===== src/rtl/pdm_pkg.sv =====
package pdm_pkg;
  typedef enum logic [1:0] {
    RATE_SLOW     = 2'd0,
    RATE_MID      = 2'd1,
    RATE_FAST     = 2'd2,
    RATE_FAST_ALT = 2'd3
  } rate_e;

  typedef struct packed {
    logic       mux;
    logic       stereo;
    logic       swap;
    logic [1:0] mute;
  } lane_cfg_t;
endpackage


===== src/rtl/pdm_clkgen.sv =====
module pdm_clkgen #(
  parameter int SLOW_DIV  = 16,
  parameter int SLOW_HIGH = 10,
  parameter int MID_DIV   = 12,
  parameter int FAST_DIV  = 8
) (
  input  logic       clk,
  input  logic       rst,
  input  logic       run,
  input  logic [1:0] rate_sel,
  output logic       mic_clk,
  output logic       rise_evt,
  output logic       fall_evt
);
  import pdm_pkg::*;

  localparam int CW = $clog2(SLOW_DIV);
  localparam logic [CW-1:0] S_LAST = CW'(SLOW_DIV - 1);
  localparam logic [CW-1:0] M_LAST = CW'(MID_DIV - 1);
  localparam logic [CW-1:0] F_LAST = CW'(FAST_DIV - 1);
  localparam logic [CW-1:0] S_HIGH = CW'(SLOW_HIGH);
  localparam logic [CW-1:0] M_HIGH = CW'(MID_DIV / 2);
  localparam logic [CW-1:0] F_HIGH = CW'(FAST_DIV / 2);

  logic [CW-1:0] cnt;
  logic [CW-1:0] last_cnt;
  logic [CW-1:0] high_len;
  rate_e         rate_q;

  always_comb begin
    case (rate_q)
      RATE_SLOW: begin last_cnt = S_LAST; high_len = S_HIGH; end
      RATE_MID:  begin last_cnt = M_LAST; high_len = M_HIGH; end
      default:   begin last_cnt = F_LAST; high_len = F_HIGH; end
    endcase
  end

  assign rise_evt = run && (cnt == '0);
  assign fall_evt = run && (cnt == high_len);

  always_ff @(posedge clk) begin
    if (rst || !run) begin
      cnt     <= '0;
      rate_q  <= rate_e'(rate_sel);
      mic_clk <= 1'b0;
    end else begin
      mic_clk <= (cnt < high_len);
      if (cnt == last_cnt) begin
        cnt    <= '0;
        rate_q <= rate_e'(rate_sel);
      end else begin
        cnt <= cnt + 1'b1;
      end
    end
  end
endmodule


===== src/rtl/pdm_lane.sv =====
module pdm_lane (
  input  logic                clk,
  input  logic                rst,
  input  logic                run,
  input  logic                rise_evt,
  input  logic                fall_evt,
  input  logic                din,
  input  pdm_pkg::lane_cfg_t  cfg,
  output logic [1:0]          bits
);
  logic       l_cap;
  logic       r_raw;
  logic [1:0] ordered;

  always_comb begin
    if (cfg.mux)         r_raw = din;
    else if (cfg.stereo) r_raw = 1'b0;
    else                 r_raw = l_cap;
    ordered = cfg.swap ? {l_cap, r_raw} : {r_raw, l_cap};
  end

  always_ff @(posedge clk) begin
    if (rst || !run) begin
      l_cap <= 1'b0;
      bits  <= '0;
    end else begin
      if (rise_evt) l_cap <= din;
      if (fall_evt) bits  <= ordered & ~cfg.mute;
    end
  end
endmodule


===== src/rtl/pdm_mic_if.sv =====
module pdm_mic_if #(
  parameter int NUM_PINS  = 2,
  parameter int SLOW_DIV  = 16,
  parameter int SLOW_HIGH = 10,
  parameter int MID_DIV   = 12,
  parameter int FAST_DIV  = 8,
  localparam int NCH = 2 * NUM_PINS
) (
  input  logic                clk,
  input  logic                rst,
  input  logic                power_down,
  input  logic [1:0]          rate_sel,
  input  logic [NUM_PINS-1:0] pair_mux,
  input  logic [NUM_PINS-1:0] pair_stereo,
  input  logic                swap_lr,
  input  logic [NCH-1:0]      mute,
  input  logic [NUM_PINS-1:0] dm_data,
  output logic                mic_clk,
  output logic                smp_valid,
  output logic [NCH-1:0]      smp_bits
);
  import pdm_pkg::*;

  logic run;
  logic rise_evt;
  logic fall_evt;

  assign run = !power_down;

  pdm_clkgen #(
    .SLOW_DIV (SLOW_DIV),
    .SLOW_HIGH(SLOW_HIGH),
    .MID_DIV  (MID_DIV),
    .FAST_DIV (FAST_DIV)
  ) u_clkgen (
    .clk     (clk),
    .rst     (rst),
    .run     (run),
    .rate_sel(rate_sel),
    .mic_clk (mic_clk),
    .rise_evt(rise_evt),
    .fall_evt(fall_evt)
  );

  for (genvar p = 0; p < NUM_PINS; p++) begin : g_lane
    lane_cfg_t cfg;
    assign cfg.mux    = pair_mux[p];
    assign cfg.stereo = pair_stereo[p];
    assign cfg.swap   = swap_lr;
    assign cfg.mute   = mute[2*p +: 2];

    pdm_lane u_lane (
      .clk     (clk),
      .rst     (rst),
      .run     (run),
      .rise_evt(rise_evt),
      .fall_evt(fall_evt),
      .din     (dm_data[p]),
      .cfg     (cfg),
      .bits    (smp_bits[2*p +: 2])
    );
  end

  always_ff @(posedge clk) begin
    if (rst || !run) smp_valid <= 1'b0;
    else             smp_valid <= fall_evt;
  end
endmodule


===== config.mk =====
export PLATFORM = sky130hd
export DESIGN_NAME = pdm_mic_if
export DESIGN_NICKNAME = d
export VERILOG_FILES = /design/src/rtl/pdm_pkg.sv /design/src/rtl/pdm_clkgen.sv /design/src/rtl/pdm_lane.sv /design/src/rtl/pdm_mic_if.sv
export SDC_FILE = /design/constraint.sdc
export NUM_CORES = 1
export LEC_CHECK = 0
export ABC_AREA = 1
export BUFFER_PORTS_ARGS = -buffer_cell sky130_fd_sc_hd__buf_2
export CORE_AREA = 3 3 47 49
export CTS_CLUSTER_SIZE = 24
export DETAILED_ROUTE_END_ITERATION = 12
export DIE_AREA = 0 0 50 52
export PLACE_DENSITY = 0.67
export RECOVER_POWER = 100
export SYNTH_ARGS = -nofsm -noshare
export SYNTH_HDL_FRONTEND = slang
export SYNTH_SLANG_ARGS = --single-unit
export TNS_END_PERCENT = 5

===== constraint.sdc =====
create_clock -name clk -period 2.2 [get_ports clk]
set_clock_uncertainty 0.2 [all_clocks]
set_input_delay 0.33 -clock clk [delete_from_list [all_inputs] [get_ports clk]]
set_output_delay 0.33 -clock clk [all_outputs]
set_load 0.02 [all_outputs]

# Word level (Yosys, flattened, before mapping)
# Cells that the tools add are included.
dict set report totals {
  regBits 14
  inputBits 16
  output_inout_bits 6
  word_cells 35
}
dict set report op_classes {
  addsub 1
  order_cmp 1
  eq_ne 3
  mux 10
  bitwise_logic 4
  reduce_logical 8
}
# operator n
set op_table {}
lappend op_table {{4-bit one-hot mux with 2 select lines} 2}
lappend op_table {{4-bit == test} 2}
lappend op_table {{2-bit 2-to-1 mux} 4}
lappend op_table {{4-bit by 1-bit adder with 4-bit output (second input constant)} 1}
lappend op_table {{2-bit bitwise AND} 2}
lappend op_table {{4-bit logical NOT} 1}
lappend op_table {{4-bit less-than comparator} 1}
lappend op_table {{1-bit 2-to-1 mux} 4}
lappend op_table {{2-bit inverter} 2}
lappend op_table {{2-bit by 1-bit == test with 1-bit output (second input constant)} 1}
lappend op_table {{1-bit logical AND} 2}
lappend op_table {{2-bit logical NOT} 1}
lappend op_table {{2-bit nonzero test} 1}
lappend op_table {{2-bit OR reduction} 1}
lappend op_table {{1-bit logical NOT} 1}
lappend op_table {{1-bit logical OR} 1}

# Longest topological paths before layout
dict set report depth {
  ltp_word 5
  mapped_depth 9
  mapped_depth_nobuf 9
}

# Cells and area by module
# A second synthesis with hierarchy kept.
dict set report hier_totals {
  hier_cells 106
  area_unflattened_um2 773.2
}
# mod instances cells_per_inst area_per_inst_um2 seq_area_each_um2
set modules_own_cells {}
lappend modules_own_cells {pdm_clkgen 1 48 391.6 160.2}
lappend modules_own_cells {pdm_lane 2 27 172.7 60.1}
lappend modules_own_cells {pdm_mic_if 1 4 36.3 20.0}

# Worst setup path after synthesis
# No wires, ideal clock.
dict set report synth_timing {
  path_type {reg2reg}
  start {register u_clkgen.rate_q[1]}
  end {register g_lane[0].u_lane.bits[1]}
  setup_ns 0.070
  arrival_time_ns 1.336
  required_time_ns 1.930
  setup_slack_ns 0.595
  path_stages_with_launch 10
  path_buffers 0
  period_less_slack_ns 1.605
  path_cell_list {edfxtp_1 > nor2_2 > inv_2 > ha_1 > nand2_2 > nor2_4 > nand2_4 > nor2_1 > nand2_1 > a21oi_1}
}
dict set report synth_between {
  elab_chain_cells 4
  elab_cells_between_ends 5
  classes_between {eq/ne (2); mux (1); reduce/logical (2)}
}
# element line
set synth_lines {}
lappend synth_lines {{start, declared} pdm_clkgen.sv:28} ;# rate_e rate_q;
lappend synth_lines {{start signal, assigned} pdm_clkgen.sv:44} ;# rate_q <= rate_e'(rate_sel);
lappend synth_lines {{start signal, assigned} pdm_clkgen.sv:50} ;# rate_q <= rate_e'(rate_sel);
lappend synth_lines {{2-bit by 1-bit == test with 1-bit output / 2-bit logical NOT (equally long branches)} pdm_clkgen.sv:31} ;# case (rate_q)
lappend synth_lines {{4-bit one-hot mux with 2 select lines (*)} pdm_clkgen.sv:31}
lappend synth_lines {{4-bit == test (*)} pdm_clkgen.sv:39} ;# assign fall_evt = run && (cnt == high_len);
lappend synth_lines {{1-bit logical AND (*)} pdm_clkgen.sv:39}
lappend synth_lines {{end signal, assigned} pdm_lane.sv:28} ;# if (fall_evt) bits <= ordered & ~cfg.mute;
lappend synth_lines {{end, declared} pdm_lane.sv:9} ;# output logic [1:0] bits
# Mark *: on every way between the ends. The rest lies on a longest branch, timed or not.
# A chain may end at the register's enable or synchronous reset.

# Worst setup path in the final report
# Same ends and word-level chain as after synthesis.

==> summary.txt <==
Run status
  – Status: complete, no violations

Routing
  – Detail Route Antenna Nets: 0
  – Via count: roughly 630
  – Met2 routed wirelength: between 600 and 700 um
  – WL per Instance: 10.02 um
  – # DRC: 0
  – Routed wl met3: 56 um
  – DRT Pass-1 Iters: 4
  – Sum of routed wire segments on met1: approximately 630 um
  – Routed wire length: roughly 1400 um
  – Post-DR vias/cell: 4.511
  – Uppermost layer routed: met4
  – First DRT Iteration DRCs: 11

Critical path
  – WP data required: roughly 2.2 ns
  – Critical path's slowest cell: edfxtp_1
  – Reg2reg start: u_clkgen.rate_q[1]$_DFFE_PP_
  – Setup CP Type: flip-flop to flip-flop
  – CP max stage delay: 0.43 ns
  – Reg2Reg Depth: 9
  – R2R Setup Slk: 0.40 ns
  – CP Launch Point: u_clkgen.rate_q[1]$_DFFE_PP_
  – CP cell instances: nor2_1, inv_2, ha_1, nand2_1, nor2_4, nand2_4, nor2_1, nand2_1, a21oi_1
  – Worst Setup EP: g_lane[0].u_lane.bits[1]$_SDFFE_PP0P_
  – Critical Path AT: 1.80 ns
  – Crit. End Element: flip-flop
  – Setup crit start kind: flip-flop
  – Max Fanout on Critical Path: 9
  – Critical R2R Capture: g_lane[0].u_lane.bits[1]$_SDFFE_PP0P_

Power
  – Power density over the cells: 550.2 nW/um^2
  – Leakage: approximately 0.38 nW
  – Maximum VDD drop: 0.2906 mV

Place
  – IO buf count: 21
  – Routability cong.: around 0.79
  – Placed Cells: 135
  – HPWL after DPL: 1147 um

Clocking
  – H-tree Lvls: 1
  – Post_cts resized: 0
  – TritonCTS buffer count: 3
  – Skew-Pair Late Insertion Delay: 0.28 ns
  – Worst-path clk slew: 0.08 ns
  – CTS root buffer: clkbuf_4
  – CTS Sinks: 14
  – CTS Buffer Depth: 2
  – Hold Buf Count CTS: 0
  – Post-CTS setup repair buffer count: 0
  – CTS tree: built

Global route
  – Total gr overflow: 0
  – Number of global-route vias before repair: 612
  – Largest net degree at the start of global routing: 10
  – Tot GR Track Use: 12.68%
  – Initial antenna violation count: 0
  – First-pass GRT wire length: 2442 um

Layout
  – Ant diodes: 0
  – Fill cells: between 150 and 200
  – Share of cells above drive strength 1: 23.21%
  – Nets: 134
  – Post-route insts no fill: about 140
  – Layout overhead on the synthesized area: 20.83%

Yosys
  – Syn_nets: 108
  – Main combinational cell family by area after synthesis: simple AND/OR/NAND/NOR gates
  – Mapped Avg Cell Area: between 8 and 9 sq um
  – Ranking of synthesized cells by area: dfxtp_1 (33%), ha_1 (8.7%), edfxtp_1 (8.3%)
  – Synth Area in XOR/XNOR: 2.431%
  – Synthesized netlist cell count: 87
  – Register area share after synthesis: 41.67%
  – Most area-hungry cell type in the Yosys netlist: dfxtp_1
  – Synth Area in Compound Gates: 14.24%
  – Adder-cell share of the synthesized area: 8.681%
  – Yosys warns: 0
  – Mux share of post-synthesis cell area: 0%
  – Top-area cell type share of the netlist area: 33.33%
  – Mapped cell area: about 700 sq um
  – Post-synth cell types: 22
  – FF+latch count, synth: 14
  – Simple logic cell fraction of the synthesized area: 26.56%

STA
  – RSZ-0062 raised after global routing: no
  – Max Fclk: 556.8 MHz
  – Final Critical Period: 1.796 ns
  – Period utilization: 81.64%
  – Max-slew violations: 0
  – Worst-Margin Slew: around 0.25 ns
  – Fin. Hold Viols: 0
  – Final TNS setup: 0 ns
  – Endpoints failing setup: 0
  – Slew margin rel.: 83.52%

Floorplanning
  – Initial Util: a little under two fifths
  – Die width: 50 um
  – Die Y: 52 um
  – I/O pin total: 22
  – Rows: 16
  – Core ar.: 1902 sq um
  – Area of the die: 2600 sq um

Flow run
  – Max Cap Viol: 0

Hold path
  – HP Class: input port to flip-flop
==> report_power, final <==
group / switching (mW) / internal, mW / total, mW
combinational: 0.0331 / 0.0265 / 0.0597
sequential: 0.00661 / 0.267 / 0.274
clock: 0.0802 / 0.0657 / 0.146
total: 0.120 / 0.359 / 0.479
==> flip-flops by register name (all words and copies together), names as in the netlist <==
signal,flops
smp_valid,1
u_clkgen.cnt,4
u_clkgen.mic_clk,1
u_clkgen.rate_q,2
g_lane.u_lane.bits,4
g_lane.u_lane.l_cap,2
==> logic make-up (layout without fill, tap and decap cells) <==
group                    count (synthesis)  after routing
AND/OR/NAND/NOR                         37             37
AO/OA/AOI/OAI                           17             17
flip-flops                              14             14
buffers and inverters                   12             37
adder cells (fa/ha/maj)                  5              5
XOR/XNOR                                 2              2
==> metal layers <==
layer	up-vias	track usage, %
met3	2	3.152
met2	13	20.43
met4	0	10.14
met5	-	0
li1	334	-
met1	278	14.16
==> cell usage after synthesis (all sizes together) <==
master	number
or2	1
ha	5
nand2	14
o211ai	1
nand3b	3
o21ai	3
dfxtp	12
nand3	5
o211a	1
inv	11
o21bai	4
clkinv	1
a21oi	8
xor2	1
xnor2	1
edfxtp	2
nor2	14
==> placed cells by master (no fill, tap or decap), types with 2 or more instances in the layout <==
| master | count |
|---|---|
| buf_2 | 15 |
| nand2_1 | 13 |
| dfxtp_1 | 12 |
| nor2_1 | 10 |
| inv_1 | 10 |
| a21oi_1 | 8 |
| clkbuf_1 | 6 |
| nand3_1 | 5 |
| ha_1 | 5 |
| o21bai_1 | 4 |
| o21ai_0 | 3 |
| nand3b_1 | 3 |
| nor2_2 | 3 |
| clkbuf_4 | 3 |
| edfxtp_1 | 2 |
==> metrics by stage <==
| stage | worst slack, ns | hold slack [ns] | cell area, sq um | power (mW) | utilization [%] |
|---|---|---|---|---|---|
| floorplan | 0.5947 | 0.2024 | 720.7 | 0.3173 | - |
| global placement | 0.5426 | 0.2485 | 859.6 | 0.3395 | 45.20 |
| detailed placement | 0.4844 | 0.2561 | 859.6 | 0.3419 | 45.20 |
| CTS | 0.4501 | 0.007911 | 885.9 | 0.4911 | 46.58 |
| global route | 0.1274 | 0.008741 | 870.8 | 0.5082 | 45.79 |
| finish | 0.4040 | 0.02068 | 870.8 | 0.4791 | 45.79 |
==> critical path, delay by kind of cell (launching register included) <==
kind	cells	cell delay [ns]
compound gates	1	0.12
flops	1	0.43
buf+inv	1	0.06
simple gates	6	0.63
fa+ha+maj	1	0.30
==> cell type report <==
type | instances | area, sq um | area share (%)
multi-input cells | 61 | 366.6 | 42.10
repair buffers | 21 | 97.59 | 11.21
well taps | 27 | 33.78 | 3.879
clock buffers | 3 | 22.52 | 2.586
inverters | 12 | 46.29 | 5.316
clock inverters | 1 | 3.754 | 0.4310
flip-flops and latches | 14 | 300.3 | 34.48
==> worst min-delay path by stage <==
| stage | startpoint | endpoint | slack, ns | cells past startpoint |
|---|---|---|---|---|
| finish | rst | smp_valid$_SDFF_PP0_ | 0.02 | 2 |
| global route | rst | smp_valid$_SDFF_PP0_ | 0.009 | 2 |
| CTS | rate_sel[1] | u_clkgen.rate_q[1]$_DFFE_PP_ | 0.008 | 1 |
| detailed placement | g_lane[1].u_lane.bits[0]$_SDFFE_PP0P_ | g_lane[1].u_lane.bits[0]$_SDFFE_PP0P_ | 0.26 | 2 |
| global placement | g_lane[1].u_lane.bits[1]$_SDFFE_PP0P_ | g_lane[1].u_lane.bits[1]$_SDFFE_PP0P_ | 0.25 | 2 |
| floorplan | rst | smp_valid$_SDFF_PP0_ | 0.20 | 1 |
Power figures use the tool's default switching activity.
